File: config.mk
export PLATFORM = sky130hd
export DESIGN_NAME = muldiv_unit
export DESIGN_NICKNAME = d
export VERILOG_FILES = /design/src/rtl/muldiv_pkg.sv /design/src/rtl/mdu_mul_step.sv /design/src/rtl/mdu_div_step.sv /design/src/rtl/mdu_read_port.sv /design/src/rtl/muldiv_unit.sv
export SDC_FILE = /design/constraint.sdc
export NUM_CORES = 1
export LEC_CHECK = 0
export BUFFER_PORTS_ARGS = -buffer_cell sky130_fd_sc_hd__buf_2
export CAP_MARGIN = 40
export CORE_MARGIN = 3
export CORE_UTILIZATION = 45
export CTS_BUF_LIST = sky130_fd_sc_hd__clkbuf_4 sky130_fd_sc_hd__clkbuf_8 sky130_fd_sc_hd__clkbuf_16
export CTS_CLUSTER_DIAMETER = 30
export DETAILED_ROUTE_END_ITERATION = 8
export PLACE_DENSITY = 0.68
export SYNTH_ARGS = -nofsm -noshare
export SYNTH_HDL_FRONTEND = slang
export SYNTH_SLANG_ARGS = --single-unit
File: constraint.sdc
create_clock -name clk -period 12.6 [get_ports clk]
set_input_delay 0.63 -clock clk [delete_from_list [all_inputs] [get_ports clk]]
set_output_delay 0.63 -clock clk [all_outputs]
set_load 0.01 [all_outputs]
File: src/rtl/muldiv_pkg.sv
package muldiv_pkg;

  typedef enum logic {
    PICK_LO = 1'b0,
    PICK_HI = 1'b1
  } pick_e;

endpackage

File: src/rtl/mdu_mul_step.sv
module mdu_mul_step #(
  parameter int WIDTH = 32
) (
  input  logic [WIDTH-1:0] acc_hi,
  input  logic [WIDTH-1:0] acc_lo,
  input  logic [WIDTH-1:0] mcand,
  output logic [WIDTH-1:0] nxt_hi,
  output logic [WIDTH-1:0] nxt_lo
);
  logic [WIDTH:0] partial;

  // add the multiplicand when the current multiplier bit is set, then shift right
  always_comb begin
    partial = {1'b0, acc_hi} + (acc_lo[0] ? {1'b0, mcand} : '0);
    nxt_hi  = partial[WIDTH:1];
    nxt_lo  = {partial[0], acc_lo[WIDTH-1:1]};
  end
endmodule

File: src/rtl/mdu_div_step.sv
module mdu_div_step #(
  parameter int WIDTH = 32
) (
  input  logic [WIDTH-1:0] rem,
  input  logic [WIDTH-1:0] quo,
  input  logic [WIDTH-1:0] dvsr,
  output logic [WIDTH-1:0] nxt_rem,
  output logic [WIDTH-1:0] nxt_quo
);
  logic [WIDTH:0] shifted;
  logic [WIDTH:0] trial;
  logic           fits;

  // restoring step: shift one dividend bit in, keep the difference if non-negative
  always_comb begin
    shifted = {rem, quo[WIDTH-1]};
    trial   = shifted - {1'b0, dvsr};
    fits    = (shifted >= {1'b0, dvsr});
    nxt_rem = fits ? trial[WIDTH-1:0] : shifted[WIDTH-1:0];
    nxt_quo = {quo[WIDTH-2:0], fits};
  end
endmodule

File: src/rtl/mdu_read_port.sv
module mdu_read_port #(
  parameter int WIDTH = 32
) (
  input  logic             clk,
  input  logic             rst_n,
  input  logic             busy,
  input  logic             rd_req,
  input  logic             rd_sel,
  input  logic [WIDTH-1:0] hi_val,
  input  logic [WIDTH-1:0] lo_val,
  output logic             rd_valid,
  output logic [WIDTH-1:0] rd_data
);
  import muldiv_pkg::*;

  logic  parked_q;
  pick_e parked_sel_q;
  pick_e use_sel;
  logic  want;

  assign want    = rd_req | parked_q;
  assign use_sel = rd_req ? pick_e'(rd_sel) : parked_sel_q;

  always_ff @(posedge clk or negedge rst_n) begin
    if (!rst_n) begin
      parked_q     <= 1'b0;
      parked_sel_q <= PICK_LO;
      rd_valid     <= 1'b0;
      rd_data      <= '0;
    end else if (want && !busy) begin
      parked_q <= 1'b0;
      rd_valid <= 1'b1;
      rd_data  <= (use_sel == PICK_HI) ? hi_val : lo_val;
    end else begin
      rd_valid <= 1'b0;
      if (rd_req) begin
        parked_q     <= 1'b1;
        parked_sel_q <= pick_e'(rd_sel);
      end
    end
  end

  AST_NO_READ_WHILE_BUSY: assert property (@(posedge clk) disable iff (!rst_n)
    rd_valid |-> !$past(busy));
  AST_PARKED_RELEASE: assert property (@(posedge clk) disable iff (!rst_n)
    (parked_q && !busy) |=> rd_valid);
  AST_IDLE_READ: assert property (@(posedge clk) disable iff (!rst_n)
    (rd_req && !busy) |=> rd_valid);
endmodule

File: src/rtl/muldiv_unit.sv
module muldiv_unit #(
  parameter int WIDTH = 32
) (
  input  logic             clk,
  input  logic             rst_n,
  input  logic             start,
  input  logic             is_div,
  input  logic             is_signed,
  input  logic [WIDTH-1:0] opa,
  input  logic [WIDTH-1:0] opb,
  output logic             busy,
  input  logic             rd_req,
  input  logic             rd_sel,
  output logic             rd_valid,
  output logic [WIDTH-1:0] rd_data
);
  localparam int CW = $clog2(WIDTH + 1);
  localparam logic [CW-1:0] LAST = CW'(WIDTH - 1);

  function automatic logic [WIDTH-1:0] magnitude(input logic [WIDTH-1:0] v, input logic sgn);
    return (sgn && v[WIDTH-1]) ? (~v + 1'b1) : v;
  endfunction

  function automatic logic [WIDTH-1:0] flip1(input logic [WIDTH-1:0] v, input logic neg);
    return neg ? (~v + 1'b1) : v;
  endfunction

  function automatic logic [2*WIDTH-1:0] flip2(input logic [2*WIDTH-1:0] v, input logic neg);
    return neg ? (~v + 1'b1) : v;
  endfunction

  logic             busy_q, div_q, neg_main_q, neg_rem_q;
  logic [CW-1:0]    cnt_q;
  logic [WIDTH-1:0] acc_hi_q, acc_lo_q, opb_q, hi_q, lo_q;
  logic [WIDTH-1:0] mul_hi, mul_lo, div_rem, div_quo, step_hi, step_lo;
  logic [2*WIDTH-1:0] signed_prod;
  logic             accept, commit;

  assign accept = start && !busy_q;
  assign commit = busy_q && (cnt_q == LAST);
  assign busy   = busy_q;

  mdu_mul_step #(.WIDTH(WIDTH)) u_mul (
    .acc_hi(acc_hi_q), .acc_lo(acc_lo_q), .mcand(opb_q),
    .nxt_hi(mul_hi), .nxt_lo(mul_lo)
  );

  mdu_div_step #(.WIDTH(WIDTH)) u_div (
    .rem(acc_hi_q), .quo(acc_lo_q), .dvsr(opb_q),
    .nxt_rem(div_rem), .nxt_quo(div_quo)
  );

  assign step_hi     = div_q ? div_rem : mul_hi;
  assign step_lo     = div_q ? div_quo : mul_lo;
  assign signed_prod = flip2({mul_hi, mul_lo}, neg_main_q);

  always_ff @(posedge clk or negedge rst_n) begin
    if (!rst_n) begin
      busy_q     <= 1'b0;
      div_q      <= 1'b0;
      neg_main_q <= 1'b0;
      neg_rem_q  <= 1'b0;
      cnt_q      <= '0;
      acc_hi_q   <= '0;
      acc_lo_q   <= '0;
      opb_q      <= '0;
      hi_q       <= '0;
      lo_q       <= '0;
    end else if (accept) begin
      busy_q     <= 1'b1;
      div_q      <= is_div;
      neg_main_q <= is_signed && (opa[WIDTH-1] ^ opb[WIDTH-1]);
      neg_rem_q  <= is_signed && opa[WIDTH-1];
      cnt_q      <= '0;
      acc_hi_q   <= '0;
      acc_lo_q   <= magnitude(opa, is_signed);
      opb_q      <= magnitude(opb, is_signed);
    end else if (busy_q) begin
      acc_hi_q <= step_hi;
      acc_lo_q <= step_lo;
      cnt_q    <= cnt_q + 1'b1;
      if (commit) begin
        busy_q <= 1'b0;
        if (div_q) begin
          lo_q <= flip1(div_quo, neg_main_q);
          hi_q <= flip1(div_rem, neg_rem_q);
        end else begin
          hi_q <= signed_prod[2*WIDTH-1:WIDTH];
          lo_q <= signed_prod[WIDTH-1:0];
        end
      end
    end
  end

  mdu_read_port #(.WIDTH(WIDTH)) u_rd (
    .clk(clk), .rst_n(rst_n), .busy(busy_q), .rd_req(rd_req), .rd_sel(rd_sel),
    .hi_val(hi_q), .lo_val(lo_q), .rd_valid(rd_valid), .rd_data(rd_data)
  );

  AST_START_RAISES_BUSY: assert property (@(posedge clk) disable iff (!rst_n)
    (start && !busy) |=> busy);
  AST_COMMIT_DROPS_BUSY: assert property (@(posedge clk) disable iff (!rst_n)
    commit |=> !busy);
  AST_RESULT_ONLY_AT_COMMIT: assert property (@(posedge clk) disable iff (!rst_n)
    !commit |=> ($stable(hi_q) && $stable(lo_q)));
  AST_REMAINDER_BELOW_DIVISOR: assert property (@(posedge clk) disable iff (!rst_n)
    (commit && div_q && (opb_q != '0)) |-> (div_rem < opb_q));
endmodule

==> Word level (Yosys, flattened, before mapping) <==
Cells that the tools add are included.
{ "totals": {"regBits": 205, "inputBits": 71, "out_inout_bits": 34, "elab_cells": 67} }
{ "op_classes": {"add_sub_neg": 8, "order_cmp": 1, "eq_ne": 1, "n_mux": 25, "bitwise_logic": 8, "reduce_logical": 10} }
{ "op_table": {"columns": ["operator", "n"], "rows": [
  ["2-to-1 mux 32 bit", 15],
  ["adder 32 x 1 -> 32 bit (second input constant)", 4],
  ["inverter 32 bit", 4],
  ["adder 64 x 1 -> 64 bit (second input constant)", 1],
  ["2-to-1 mux 64 bit", 1],
  ["inverter 64 bit", 1],
  ["adder 32 x 32 -> 33 bit", 1],
  ["greater-or-equal comparator 33 x 32 -> 1 bit", 1],
  ["subtractor 32 bit", 1],
  ["2-to-1 mux 6 bit", 2],
  ["2-to-1 mux 1 bit", 7],
  ["adder 6 x 1 -> 6 bit (second input constant)", 1],
  ["== test 6 x 5 -> 1 bit (second input constant)", 1],
  ["logical AND 1 bit", 6],
  ["nonzero test 2 bit", 2],
  ["AND reduction 3 bit", 1],
  ["logical NOT 1 bit", 1],
  ["inverter 1 bit", 1],
  ["bitwise OR 1 bit", 1],
  ["bitwise XOR 1 bit", 1]
]} }

==> Logic depth before layout (Yosys ltp) <==
{ "logic_depth": {"ltp_word": 6, "ltp_mapped": 23, "depth_no_buf": 18} }

==> Modules after synthesis <==
Synthesis repeated with hierarchy kept, for this count alone.
{ "unflattened": {"cells_unflattened": 2277, "hier_area_um2": 18529.0} }
{ "by_module_without_submodules": {"columns": ["module", "n_inst", "cells_each", "area_per_inst_um2", "seq_area_each_um2"], "rows": [
  ["muldiv_unit", 1, 1421, 11923.9, 4254.1],
  ["mdu_div_step", 1, 355, 2571.2, 0.0],
  ["mdu_mul_step", 1, 353, 2428.6, 0.0],
  ["mdu_read_port", 1, 148, 1605.3, 875.8]
]} }

==> Least setup slack after synthesis <==
No wires, ideal clock.
{ "synth_timing": {"kind": "flip-flop to flip-flop", "startpoint": "register acc_hi_q[1]", "endpoint": "register hi_q[26]", "setup_ns": 0.094, "t_arrival_ns": 4.693, "t_required_ns": 12.506, "slack_ns": 7.814, "stages_incl_launch_ff": 21, "path_buffers": 3, "synth_period_minus_slack_ns": 4.786, "path_cell_list": "dfrtp_1 > ha_1 > nor2_1 > a211oi_2 > o211ai_1 > o2111a_1 > nand2_1 > inv_1 > clkbuf_1 > clkbuf_1 > clkbuf_1 > mux2i_1 > ha_1 > nand3_1 > nor4_1 > nand2_1 > a221oi_2 > nand3_1 > o21ai_1 > xnor2_1 > a211oi_1"} }
{ "synth_between": {"elab_chain_len": 6, "elab_cells_between_ends": 11, "cone_classes": "add/sub (4); order compare (1); mux (4); bitwise (2)"} }
{ "synth_lines": {"columns": ["element", "line_no", "text"], "rows": [
  ["from (decl)", "muldiv_unit.sv:34", "logic [WIDTH-1:0] acc_hi_q, acc_lo_q, opb_q, hi_q, lo_q;"],
  ["from (signal assigned)", "muldiv_unit.sv:79", "acc_hi_q <= step_hi;"],
  ["subtractor 32 bit or greater-or-equal comparator 33 x 32 -> 1 bit (tied branches)", "mdu_div_step.sv:17, mdu_div_step.sv:18", null],
  ["2-to-1 mux 32 bit", "mdu_div_step.sv:19", "nxt_rem = fits ? trial[WIDTH-1:0] : shifted[WIDTH-1:0];"],
  ["inverter 32 bit", "muldiv_unit.sv:25", "return neg ? (~v + 1'b1) : v;"],
  ["adder 32 x 1 -> 32 bit", "muldiv_unit.sv:25", null],
  ["2-to-1 mux 32 bit", "muldiv_unit.sv:25", null],
  ["2-to-1 mux 32 bit *", "muldiv_unit.sv:84", "if (div_q) begin"],
  ["to (signal assigned)", "muldiv_unit.sv:86", "hi_q <= flip1(div_rem, neg_rem_q);"],
  ["to (signal assigned)", "muldiv_unit.sv:88", "hi_q <= signed_prod[2*WIDTH-1:WIDTH];"],
  ["to (decl)", "muldiv_unit.sv:34", null]
]} }
Every way passes the cells marked *; elsewhere a longest branch is shown, timed or not.
A chain may end at the register's enable or synchronous reset.

==> Worst setup path in the final report <==
{ "layout_timing": {"startpoint": "register acc_hi_q[3]", "endpoint": "register hi_q[26]"} }
The elaborated chain is that of the path after synthesis.

==> reports/metrics.csv <==
metric,value,unit
area share of the largest cell type after synthesis,27.36,%
leading area contributor after synthesis,dfrtp_1,
Pre-antenna DRT Iters,5,
most common cell in the netlist,nand2_1,
setup TNS,0,ns
Via-to-Cell Ratio,6.210,
Worst Tran Pin Value,0.9336,ns
Mapped Area,18750,um2
Post-synth EDFFs,0,
Syn Area/Cell,7.615,um2
CP arrival,6.31,ns
Synth Instances,2462,
RSZ-0062 raised after global routing,no,
CORE AREA,41020,um2
slew margin rel.,36.94,%
dpl cell area,19530,um2
most frequent cells after synthesis,"nand2_1 (321), o21ai_0 (245), nor2_1 (240)",
Max Fclk,0.1723,GHz
CTS buffer count,58,
post_cts resized,0,
share of layout cells above drive strength 1,11.41,%
Clock transition at path regs,0.05,ns
Clock Sink Count,205,
First DRT Iteration DRCs,2095,
vias in the first global route,17900,
YS warnings,0,
Unique masters post-synth,97,
worst skew pair latency,0.62,ns
antenna violations before repair,6,
ys flop type,dfrtp_1,
PortBufs,104,
postcts setup bufs,0,
crit share post-route,46.07,%
Root Driver,clkbuf_16,
I/O pins,105,
H-tree depth,2,
final setup violating endpoints,0,
detailed-route via count,18990,
DP HPWL,50980,um
Detail Route Antenna Nets,0,
starting density of the core,45.71,%
row count,74,
total gr overflow,0,
gp weighted congestion,1.059,
Tot GR Track Use,29.85,%
final net count,2617,
async set or reset register ratio after synthesis,100.0,%
largest cells by area after synthesis,"dfrtp_1 (27%), o21ai_0 (6.5%), nand2_1 (6.4%)",
startpoint types,flop,
most frequent cell on the critical path,nand2_1,
syn_nets,2605,
Crit-path slowest cell,a221oi_2,
Max-cap violations,0,
Post-Route WL,67270,um
Die Wd,210.1,um
worst-path cell chain,"ha_1, nand2_1, a211oi_2, o211ai_1, o2111a_1, nand2_1, buf_4, inv_1, mux2i_1, ha_1, nand3_1, nor4_1, nand2_1, a221oi_2, nand3_1, o21ai_1, xnor2_1, a211oi_1",
Final Skew,0.02269,ns
first-pass GRT wire length,104600,um
final hold violations,0,
CP Data Required Time,13.11,ns
chip height,210.1,um
post-synthesis sequential area ratio,27.36,%
crit-path max cell delay,0.56,ns
Hold Path Class,primary input to async pin,
CTS tree,yes,
status,"finished, final reports clean",
final instance area,21680,um2
#FFs+latches synth,205,
largest net degree at the start of global routing,104,
worst-path maximum fanout,48,
CTS Hold Bufs,0,
crit path capture type,flop,
routed length per instance,22.01,um
die area,44150,um2
"Slew Viols, Final",0,
Bufs on Longest Clock Path,3,
DR DRC count,0,
Tmin final,5.804,ns
Area growth syn-to-layout,15.66,%
kind of critical path,flop to flop,
[stage by stage]
stage          util (%)  hold slack (ns)  instances  setup slack [ns]
3_3_place_gp      47.34           0.4570       2940             7.021
4_1_cts           52.85          0.05738       3055             6.958
5_1_grt           52.85          0.09548       3055             6.314
3_5_place_dp      47.61           0.4651       2946             7.033
2_1_floorplan         -           0.3344       2462             7.814
6_report          52.86          0.03337       3057             6.796
[layout by cell type, fill, tap and decap left out, types with 9 or more instances in the layout]
| cell type | synthesis | layout |
|---|---|---|
| xor2_1 | 88 | 88 |
| a21o_1 | 20 | 20 |
| o21ai_1 | 28 | 28 |
| ha_1 | 70 | 70 |
| o21ai_0 | 245 | 245 |
| a31oi_1 | 15 | 15 |
| bufinv_16 | 0 | 9 |
| clkbuf_8 | 0 | 15 |
| clkbuf_16 | 0 | 58 |
| or4_1 | 15 | 15 |
| nand4_1 | 27 | 27 |
| dfrtp_1 | 205 | 202 |
| nor2_1 | 240 | 239 |
| inv_1 | 62 | 62 |
| o31ai_1 | 30 | 30 |
| a211oi_1 | 18 | 18 |
| nor2b_1 | 13 | 13 |
| a22o_1 | 33 | 33 |
| or3_1 | 26 | 26 |
| o21a_1 | 13 | 13 |
| nand2b_1 | 13 | 12 |
| or2_2 | 13 | 13 |
| nor3_1 | 44 | 44 |
| o211ai_1 | 25 | 25 |
| nand3_1 | 42 | 42 |
| nand2_1 | 321 | 321 |
| xnor2_1 | 119 | 119 |
| buf_4 | 3 | 16 |
| and2_1 | 29 | 29 |
| and3_1 | 15 | 15 |
| buf_2 | 15 | 104 |
| a21oi_1 | 209 | 209 |
| mux2i_1 | 106 | 105 |
| nor4_1 | 31 | 31 |
[sequential cells by signal, summed over array words and instances (netlist names)]
name	flops
acc_hi_q	32
acc_lo_q	32
hi_q	32
lo_q	32
opb_q	32
u_rd.rd_data	32
cnt_q	6
busy	1
div_q	1
neg_main_q	1
neg_rem_q	1
u_rd.parked_q	1
u_rd.parked_sel_q	1
u_rd.rd_valid	1
[cell families after synthesis]
kind of cell / count (synthesis) / share of synthesized area [%]
AND/OR/NAND/NOR: 872 / 21.93
flip-flops: 205 / 27.36
adder cells (fa/ha/maj): 72 / 4.885
multiplexers: 115 / 6.260
AO/OA/AOI/OAI: 753 / 24.92
XOR/XNOR: 207 / 9.670
buffers and inverters: 238 / 4.972
[worst paths after layout]
kind                                       start               end  slack, ns  depth (start not counted)
min in group clk                          is_div             div_q       0.25                          2
worst max-delay path                 acc_hi_q[3]          hi_q[26]       6.80                         18
worst max register to register       acc_hi_q[3]          hi_q[26]       6.80                         18
worst min-delay path                       rst_n   u_rd.rd_data[6]       0.03                          1
max in group asynchronous                  rst_n         opb_q[23]      11.26                          2
worst min register to register  u_rd.rd_data[16]  u_rd.rd_data[16]       0.47                          2
[critical path, delay by kind of cell, from the launching register on]
family,cells,cell delay [ns]
AOI/OAI and AO/OA,6,2.25
xor gates and xnor gates,1,0.10
adders and majority gates,2,0.78
buffers and inverters,2,0.61
DFF,1,0.45
muxes,1,0.28
and+or+nand+nor,6,1.23
[final cells by class]
class | count | area (um2)
clock buffers | 80 | 1704
flip-flops and latches | 205 | 5139
diodes | 2 | 5.005
repair buffers | 126 | 760.7
clock inverters | 29 | 444.2
multi-input cells | 2019 | 12720
inverters | 64 | 240.2
fillers | 3896 | 19330
well taps | 532 | 665.6
[metal layers]
metal	vias up	track usage (%)	wire, um	share of wire [%]
met1	9041	41.93	29480	44
met4	0	10.35	2252	3.3
met2	890	46.76	29970	45
met5	-	0	0	0
li1	8912	-	-	-
met3	142	5.045	5571	8.3
Power is not shown: default switching activity piles up to over one toggle a cycle in this logic, so the estimate is an artifact.
